$ cat src/rtl/spi_burst_pkg.sv
package spi_burst_pkg;

    localparam int ADDR_W = 7;
    localparam int DATA_W = 8;

    typedef enum logic [1:0] {
        PH_ADDR,
        PH_WDATA,
        PH_RDATA,
        PH_BURST
    } spi_phase_e;

    typedef struct packed {
        logic              is_write;
        logic [ADDR_W-1:0] addr;
    } cmd_t;

    function automatic cmd_t decode_cmd(input logic [DATA_W-1:0] b);
        cmd_t c;
        c.is_write = b[DATA_W-1];
        c.addr     = b[ADDR_W-1:0];
        return c;
    endfunction

    function automatic logic is_reset_cmd(input logic [ADDR_W-1:0] a,
                                          input logic [DATA_W-1:0] d,
                                          input logic [ADDR_W-1:0] key_a,
                                          input logic [DATA_W-1:0] key_d);
        return (a == key_a) && (d == key_d);
    endfunction

endpackage

$ cat src/rtl/spi_sync.sv
module spi_sync #(
    parameter int              STAGES  = 2,
    parameter int              N       = 3,
    parameter logic [N-1:0]    RST_VAL = '0
) (
    input  logic         clk,
    input  logic         rst,
    input  logic [N-1:0] din,
    output logic [N-1:0] dout
);

    for (genvar b = 0; b < N; b++) begin : g_bit
        if (STAGES == 1) begin : g_single
            logic sh;
            always_ff @(posedge clk) begin
                if (rst) sh <= RST_VAL[b];
                else     sh <= din[b];
            end
            assign dout[b] = sh;
        end else begin : g_chain
            logic [STAGES-1:0] sh;
            always_ff @(posedge clk) begin
                if (rst) sh <= {STAGES{RST_VAL[b]}};
                else     sh <= {sh[STAGES-2:0], din[b]};
            end
            assign dout[b] = sh[STAGES-1];
        end
    end

endmodule

$ cat src/rtl/spi_cmd_fsm.sv
module spi_cmd_fsm import spi_burst_pkg::*; #(
    parameter logic [ADDR_W-1:0] BURST_ADDR = 7'h42,
    parameter logic [ADDR_W-1:0] RST_ADDR   = 7'h3A,
    parameter logic [DATA_W-1:0] RST_KEY    = 8'h5A
) (
    input  logic              clk,
    input  logic              rst,
    input  logic              cs_act,
    input  logic              sclk_rise,
    input  logic              mosi_bit,
    output spi_phase_e        phase,
    output logic              wr_stb,
    output logic              rd_stb,
    output logic              burst_go,
    output logic              soft_rst,
    output logic [ADDR_W-1:0] reg_addr,
    output logic [DATA_W-1:0] reg_wdata
);

    localparam int               CNT_W    = $clog2(DATA_W);
    localparam logic [CNT_W-1:0] LAST_BIT = CNT_W'(DATA_W - 1);

    logic [CNT_W-1:0]  bit_cnt;
    logic [DATA_W-2:0] rx_sr;
    logic [DATA_W-1:0] byte_nx;
    cmd_t              cmd_nx;
    logic              take_bit;
    logic              byte_done;

    assign byte_nx   = {rx_sr, mosi_bit};
    assign cmd_nx    = decode_cmd(byte_nx);
    assign take_bit  = sclk_rise && (phase != PH_BURST);
    assign byte_done = take_bit && (bit_cnt == LAST_BIT);

    always_ff @(posedge clk) begin
        if (rst) begin
            phase     <= PH_ADDR;
            bit_cnt   <= '0;
            rx_sr     <= '0;
            wr_stb    <= 1'b0;
            rd_stb    <= 1'b0;
            burst_go  <= 1'b0;
            soft_rst  <= 1'b0;
            reg_addr  <= '0;
            reg_wdata <= '0;
        end else begin
            wr_stb   <= 1'b0;
            rd_stb   <= 1'b0;
            burst_go <= 1'b0;
            soft_rst <= 1'b0;
            if (!cs_act) begin
                phase   <= PH_ADDR;
                bit_cnt <= '0;
                rx_sr   <= '0;
            end else if (take_bit) begin
                rx_sr   <= byte_nx[DATA_W-2:0];
                bit_cnt <= bit_cnt + 1'b1;
                if (byte_done) begin
                    unique case (phase)
                        PH_ADDR: begin
                            reg_addr <= cmd_nx.addr;
                            if (cmd_nx.is_write) begin
                                phase <= PH_WDATA;
                            end else begin
                                rd_stb <= 1'b1;
                                if (cmd_nx.addr == BURST_ADDR) begin
                                    phase    <= PH_BURST;
                                    burst_go <= 1'b1;
                                end else begin
                                    phase <= PH_RDATA;
                                end
                            end
                        end
                        PH_WDATA: begin
                            wr_stb    <= 1'b1;
                            reg_wdata <= byte_nx;
                            soft_rst  <= is_reset_cmd(reg_addr, byte_nx,
                                                      RST_ADDR, RST_KEY);
                            phase     <= PH_ADDR;
                        end
                        PH_RDATA: phase <= PH_ADDR;
                        default:  phase <= PH_BURST;
                    endcase
                end
            end
        end
    end

endmodule

$ cat src/rtl/spi_tx_shift.sv
module spi_tx_shift #(
    parameter int TXW = 56
) (
    input  logic           clk,
    input  logic           rst,
    input  logic           cs_act,
    input  logic           load,
    input  logic [TXW-1:0] load_val,
    input  logic           shift,
    input  logic           idle_fall,
    output logic           miso_bit
);

    logic [TXW-1:0] tx_buf;

    always_ff @(posedge clk) begin
        if (rst || !cs_act) begin
            tx_buf   <= '0;
            miso_bit <= 1'b0;
        end else if (load) begin
            tx_buf <= load_val;
        end else if (shift) begin
            miso_bit <= tx_buf[TXW-1];
            tx_buf   <= {tx_buf[TXW-2:0], 1'b0};
        end else if (idle_fall) begin
            miso_bit <= 1'b0;
        end
    end

endmodule

$ cat src/rtl/spi_burst_slave.sv
module spi_burst_slave import spi_burst_pkg::*; #(
    parameter int                SYNC_STAGES = 2,
    parameter int                BURST_LEN   = 7,
    parameter logic [ADDR_W-1:0] BURST_ADDR  = 7'h42,
    parameter logic [ADDR_W-1:0] RST_ADDR    = 7'h3A,
    parameter logic [DATA_W-1:0] RST_KEY     = 8'h5A
) (
    input  logic                        clk,
    input  logic                        rst,
    input  logic                        spi_cs_n,
    input  logic                        spi_sclk,
    input  logic                        spi_mosi,
    output logic                        spi_miso,
    output logic                        spi_miso_oe,
    output logic                        reg_wr_stb,
    output logic                        reg_rd_stb,
    output logic [ADDR_W-1:0]           reg_addr,
    output logic [DATA_W-1:0]           reg_wdata,
    input  logic [DATA_W-1:0]           reg_rdata,
    input  logic [BURST_LEN*DATA_W-1:0] burst_data,
    output logic                        soft_rst
);

    localparam int TXW = BURST_LEN * DATA_W;

    logic [2:0]     sync_q;
    logic           cs_act;
    logic           sclk_s;
    logic           sclk_q;
    logic           sclk_rise;
    logic           sclk_fall;
    spi_phase_e     phase;
    logic           burst_go;
    logic           tx_shift;
    logic [TXW-1:0] tx_load_val;

    spi_sync #(
        .STAGES  (SYNC_STAGES),
        .N       (3),
        .RST_VAL (3'b011)
    ) u_sync (
        .clk  (clk),
        .rst  (rst),
        .din  ({spi_mosi, spi_sclk, spi_cs_n}),
        .dout (sync_q)
    );

    assign cs_act = !sync_q[0];
    assign sclk_s = sync_q[1];

    always_ff @(posedge clk) begin
        if (rst) begin
            sclk_q      <= 1'b1;
            spi_miso_oe <= 1'b0;
        end else begin
            sclk_q      <= sclk_s;
            spi_miso_oe <= cs_act;
        end
    end

    assign sclk_rise = sclk_s && !sclk_q;
    assign sclk_fall = !sclk_s && sclk_q;

    spi_cmd_fsm #(
        .BURST_ADDR (BURST_ADDR),
        .RST_ADDR   (RST_ADDR),
        .RST_KEY    (RST_KEY)
    ) u_fsm (
        .clk       (clk),
        .rst       (rst),
        .cs_act    (cs_act),
        .sclk_rise (sclk_rise),
        .mosi_bit  (sync_q[2]),
        .phase     (phase),
        .wr_stb    (reg_wr_stb),
        .rd_stb    (reg_rd_stb),
        .burst_go  (burst_go),
        .soft_rst  (soft_rst),
        .reg_addr  (reg_addr),
        .reg_wdata (reg_wdata)
    );

    assign tx_shift    = sclk_fall && (phase == PH_RDATA || phase == PH_BURST);
    assign tx_load_val = burst_go ? burst_data
                                  : {reg_rdata, {(TXW-DATA_W){1'b0}}};

    spi_tx_shift #(
        .TXW (TXW)
    ) u_tx (
        .clk       (clk),
        .rst       (rst),
        .cs_act    (cs_act),
        .load      (reg_rd_stb),
        .load_val  (tx_load_val),
        .shift     (tx_shift),
        .idle_fall (sclk_fall && !tx_shift),
        .miso_bit  (spi_miso)
    );

endmodule

$ cat config.mk
export PLATFORM = sky130hd
export DESIGN_NAME = spi_burst_slave
export DESIGN_NICKNAME = d
export VERILOG_FILES = /design/src/rtl/spi_burst_pkg.sv /design/src/rtl/spi_sync.sv /design/src/rtl/spi_cmd_fsm.sv /design/src/rtl/spi_tx_shift.sv /design/src/rtl/spi_burst_slave.sv
export SDC_FILE = /design/constraint.sdc
export NUM_CORES = 1
export LEC_CHECK = 0
export CAP_MARGIN = 10
export CORE_MARGIN = 4
export CORE_UTILIZATION = 68
export DETAILED_ROUTE_END_ITERATION = 10
export DONT_BUFFER_PORTS = 1
export PLACE_DENSITY = 0.85
export SYNTH_ARGS = -nofsm -noshare
export SYNTH_HDL_FRONTEND = slang
export SYNTH_SLANG_ARGS = --single-unit
export TNS_END_PERCENT = 50
$ cat constraint.sdc
create_clock -name clk -period 3.4 [get_ports clk]
set_clock_uncertainty 0.1 [all_clocks]
set_input_delay 0.68 -clock clk [delete_from_list [all_inputs] [get_ports clk]]
set_output_delay 0.68 -clock clk [all_outputs]
set_load 0.01 [all_outputs]
== Yosys cells after proc, flatten, opt, wreduce, memory -nomap -nowiden ==
Cells that the tools add are included.
W data, S select, Z words.

* Output and inout bits: 20
* Register bits after elaboration: 96
* Input bits: 69
* Word-level logic and storage cells: 68

* Reductions and logical operators: 26
* Muxes and demuxes: 11
* Add/sub/neg operators: 1
* Equality and inequality tests: 8
* Bitwise operators: 6

{| class="wikitable"
|+ Operators with widths
! kind !! count
|-
| $mux W56 || 3
|-
| $reduce_or A5 Y1 || 2
|-
| $eq A8 B7 Y1 const B || 1
|-
| $reduce_and A4 Y1 || 2
|-
| $eq A7 B6 Y1 const B || 1
|-
| $eq A7 B7 Y1 const B || 1
|-
| $logic_and A1 B1 Y1 || 7
|-
| $mux W1 || 6
|-
| $not A1 Y1 || 6
|-
| $reduce_or A6 Y1 || 1
|-
| $eq A2 B2 Y1 const B || 2
|-
| $logic_not A1 Y1 || 4
|-
| $pmux W2 S2 || 1
|-
| $reduce_and A2 Y1 || 2
|-
| $reduce_bool A2 Y1 || 2
|-
| $reduce_or A2 Y1 || 2
|-
| $reduce_or A4 Y1 || 1
|-
| $add A3 B1 Y3 const B || 1
|-
| $eq A3 B3 Y1 const B || 1
|-
| $eq A2 B1 Y1 const B || 1
|-
| $logic_not A2 Y1 || 1
|-
| $logic_or A1 B1 Y1 || 2
|-
| $mux W2 || 1
|-
| $ne A2 B2 Y1 const B || 1
|}

== Longest topological paths before layout ==
* Word-level depth: 7
* Mapped depth: 8
* Gate-level depth less buffers: 5

== Cells and area by module ==
A second synthesis with hierarchy kept.

* Cell total of the unflattened synthesis: 478
* Area total of the unflattened synthesis: 4715.8 sq um

{| class="wikitable"
|+ Modules (own cells, without submodules)
! module !! sequential area each (sq um) !! area an instance (sq um) !! instances !! cells each
|-
| spi_tx_shift || 1141.1 || 2675.1 || 1 || 255
|-
| spi_cmd_fsm || 620.6 || 1340.0 || 1 || 138
|-
| spi_burst_slave || 40.0 || 520.5 || 1 || 70
|-
| spi_sync || 120.1 || 180.2 || 1 || 15
|}

== Worst setup path after synthesis ==
No wires, ideal clock.

* Kind: input to register
* Start point: in rst
* End point: reg u_tx.tx_buf[16]
* Path buffers: 3
* Arrival time: 1578 ps
* Library setup time: 86 ps
* Slack: 1637 ps
* Stages on the path: 5
* Required time: 3214 ps
* Path through: or2_2 -> buf_2 -> buf_2 -> clkbuf_1 -> a211oi_1

* Longest elaborated chain between the ends: 1

{| class="wikitable"
|+ RTL lines
! element !! line !! source
|-
| from (decl) || spi_burst_slave.sv:9 || <nowiki>input logic rst,</nowiki>
|-
| $logic_or A1 B1 Y1 || spi_tx_shift.sv:17 || <nowiki>if (rst || !cs_act) begin</nowiki>
|-
| to (signal assigned) || spi_tx_shift.sv:21 || <nowiki>tx_buf <= load_val;</nowiki>
|-
| to (signal assigned) || spi_tx_shift.sv:24 || <nowiki>tx_buf <= {tx_buf[TXW-2:0], 1'b0};</nowiki>
|-
| to (decl) || spi_tx_shift.sv:14 || <nowiki>logic [TXW-1:0] tx_buf;</nowiki>
|}

No other way between the ends.
A chain may end at the register's enable or synchronous reset.

== Worst setup path after layout ==
* Start point: reg u_fsm.rd_stb
* End point: out reg_rd_stb

{| class="wikitable"
|+ RTL lines
! element !! line !! source
|-
| from (decl) || spi_cmd_fsm.sv:13 || <nowiki>output logic rd_stb,</nowiki>
|-
| from (signal assigned) || spi_cmd_fsm.sv:41 || <nowiki>rd_stb <= 1'b0;</nowiki>
|-
| from (signal assigned) || spi_cmd_fsm.sv:48 || <nowiki>rd_stb <= 1'b0;</nowiki>
|-
| from (signal assigned) || spi_cmd_fsm.sv:65 || <nowiki>rd_stb <= 1'b1;</nowiki>
|-
| to (decl) || spi_burst_slave.sv:16 || <nowiki>output logic reg_rd_stb,</nowiki>
|}

No word-level cell between the ends.

==> metrics.cfg <==
[clock_tree]
cts.clk_slew.worst_paths_ns = 0.09
insertion_delay_ns = 0.35
ctsResizeCount = 0
htree_num_levels = 3
cts_hold_buf = 0
cts_tree = built
cts-root-buf = clkbuf_8
clock_path_buffers = 2
cts.sinks = 96
cts_made_buffers = 9
post-cts-setup-buffer-count = 0

[timing]
setup_tns_ns = 0
slew_headroom_pct = 36.2
post-route-min-period_ns = 2.29
hold_viol = 0
worst_slew_pin_slew_ns = 0.957
slew_violations = 0
rsz0062_at_grt = no
fin_crit_sh_pct = 67.3
whs_ns = 0.285
setup_violations = 0
max_freq_ghz = 0.437

[cells_and_area]
num_antenna_cells = 0
nets = 476
layout_commonest_cell = dfxtp_1
syn2layout_area_growth_pct = 3.80
final_cell_mix = dfxtp_1, a211oi_1, a22oi_1, mux2i_1, nand2b_1
final_cell_area_um2 = 4510
drive_gt1_share_pct = 11.8
utilization_pct = 74.4

[run]
drv_cap = 0

[worst_setup_path]
cp_num_buf_inv = 1
cp.required_ns = 2.62
setup.worst_path.class = reg2out
worst_path_max_delay_cell = dfxtp_2
crit_chain = buf_4
cp_top_family = flip-flops
crit_fanout = 43
cpPeakStageDelay_ns = 0.63
cp-start-kind = flip-flop
arrival_ns = 1.51
worst_setup_path_end_kind = primary output

[route]
ant_nets = 0
routedWlPerCell_um = 20.6
drt_iter0_markers = 276
dr.pass1.iters = 5
drc = 0
viasPerCell = 6.99
vias = 3360
wl_um = 9920

[pwr]
p_leak_uw = 0.00133
power_density_nw_per_um2 = 441
ir_worst_vdd_v = 0.000339

[floorplanning]
die_y_um = 87.9
fp-row-count = 28
initial_core_util_pct = 71.7
die_area_um2 = 7730
core_um2 = 6060
die_w_um = 87.9
num_io_pins = 89

[global_routing]
grt_pass1_wl_um = 16500
grt_pass1_vias = 3330
met1_usage_pct = 36.4
antenna_found_initial = 0
gr-max-usage-layer = met2
grt.met3_usage_pct = 8.18
overflow = 0
grt_usage_pct = 26.7
grt_max_degree = 70
grtUsageMet2_pct = 40.3

[logic_synthesis]
syn_inst = 432
syn_nets = 507
synthArstFlopShare_pct = 0
netlist-cell-type-count = 43
ys_ff_latch = 96
synth_ff_type = dfxtp_1
ys_warn_count = 0
avgSynthCellArea_um2 = 10.1
syn-cell-area_um2 = 4350
seq_area_frac_synth_pct = 44.2
synth-edff-count = 0

[status]
status = finished clean

[placed_design]
dpl.hpwl_um = 6180
dpl_cell_area_um2 = 4290
gp_congestion = 0.834
portBuffers = 0

[hold_path]
hp-class = in2reg

-- path summary, 6_finish.rpt --
path | start | endpoint | slack, ns | depth (start not counted)
max | u_fsm.rd_stb$_SDFF_PP0_ | reg_rd_stb | 1.11 | 1
min | rst | u_sync.g_bit[2].g_chain.sh[1]$_SDFF_PP0_ | 0.28 | 1
max reg2reg | u_fsm.phase[0]$_SDFFE_PP0P_ | u_tx.tx_buf[52]$_SDFFE_PP0P_ | 1.19 | 5
min reg2reg | u_sync.g_bit[0].g_chain.sh[0]$_SDFF_PP1_ | u_sync.g_bit[0].g_chain.sh[1]$_SDFF_PP1_ | 0.33 | 1
-- power breakdown --
part | leakage (uW) | switching (uW) | total (uW) | internal, uW
Sequential | 0.000775 | 3.21 | 1130 | 1130
Combinational | 0.000449 | 21.0 | 36.2 | 15.2
Clock | 0.000106 | 388 | 821 | 434
Total | 0.00133 | 412 | 1990 | 1580
-- cell families after synthesis --
kind of cell | synth area share [%]
XOR/XNOR | 0.202
AO/OA/AOI/OAI | 29.8
AND/OR/NAND/NOR | 9.82
buffers and inverters | 5.90
multiplexers | 8.29
flip-flops | 44.2
adder cells (fa/ha/maj) | 1.73
-- through the flow --
step,instances,setup WS (ns),power [uW]
finish,481,1.11,1990
global route,481,1.02,2060
CTS,481,1.11,1990
floorplan,432,1.64,1190
detailed placement,465,1.22,1190
global placement,465,1.28,1190
-- layout make-up --
class                           count  area [um2]
Tap cell                           75        93.8
Inverter                            5        18.8
Clock buffer                       11         141
Sequential cell                    96        1920
Clock inverter                      5        80.1
Timing Repair Buffer                9        67.6
Fill cell                         445        1550
Multi-Input combinational cell    280        2190
-- per-layer routing --
| layer | vias to the layer above | wire, um |
|---|---|---|
| met5 | - | 0 |
| met4 | 0 | 172 |
| met3 | 20 | 738 |
| met2 | 114 | 4640 |
| met1 | 1614 | 4370 |
| li1 | 1612 | - |
-- flip-flops by register name (all words and copies together), names as in the netlist, 2 cells and up --
signal,flops
u_fsm.phase,2
u_fsm.reg_wdata,8
u_fsm.reg_addr,7
u_tx.tx_buf,56
u_fsm.rx_sr,7
u_sync.g_bit.g_chain.sh,6
u_fsm.bit_cnt,3
-- Yosys cell counts (all sizes together), types with 2 or more instances --
library cell	n	share of area [%]
nor4b	2	0.40
buf	28	3.5
nand3	2	0.23
nand2	2	0.17
dfxtp	96	44
a211oi	94	16
nand4	3	0.58
o21ai	2	0.23
a21oi	5	0.66
a2bb2oi	5	1.0
clkbuf	23	2.0
mux2	8	2.1
nor2b	4	0.58
ha	6	1.7
nor3	2	0.23
a22oi	46	7.9
nand2b	24	3.5
o2111ai	8	1.6
nor3b	3	0.63
inv	5	0.43
or2	7	1.0
o31ai	8	1.4
mux2i	27	6.2
nor2	11	1.0
No activity file was read; power rests on OpenSTA's default activity.
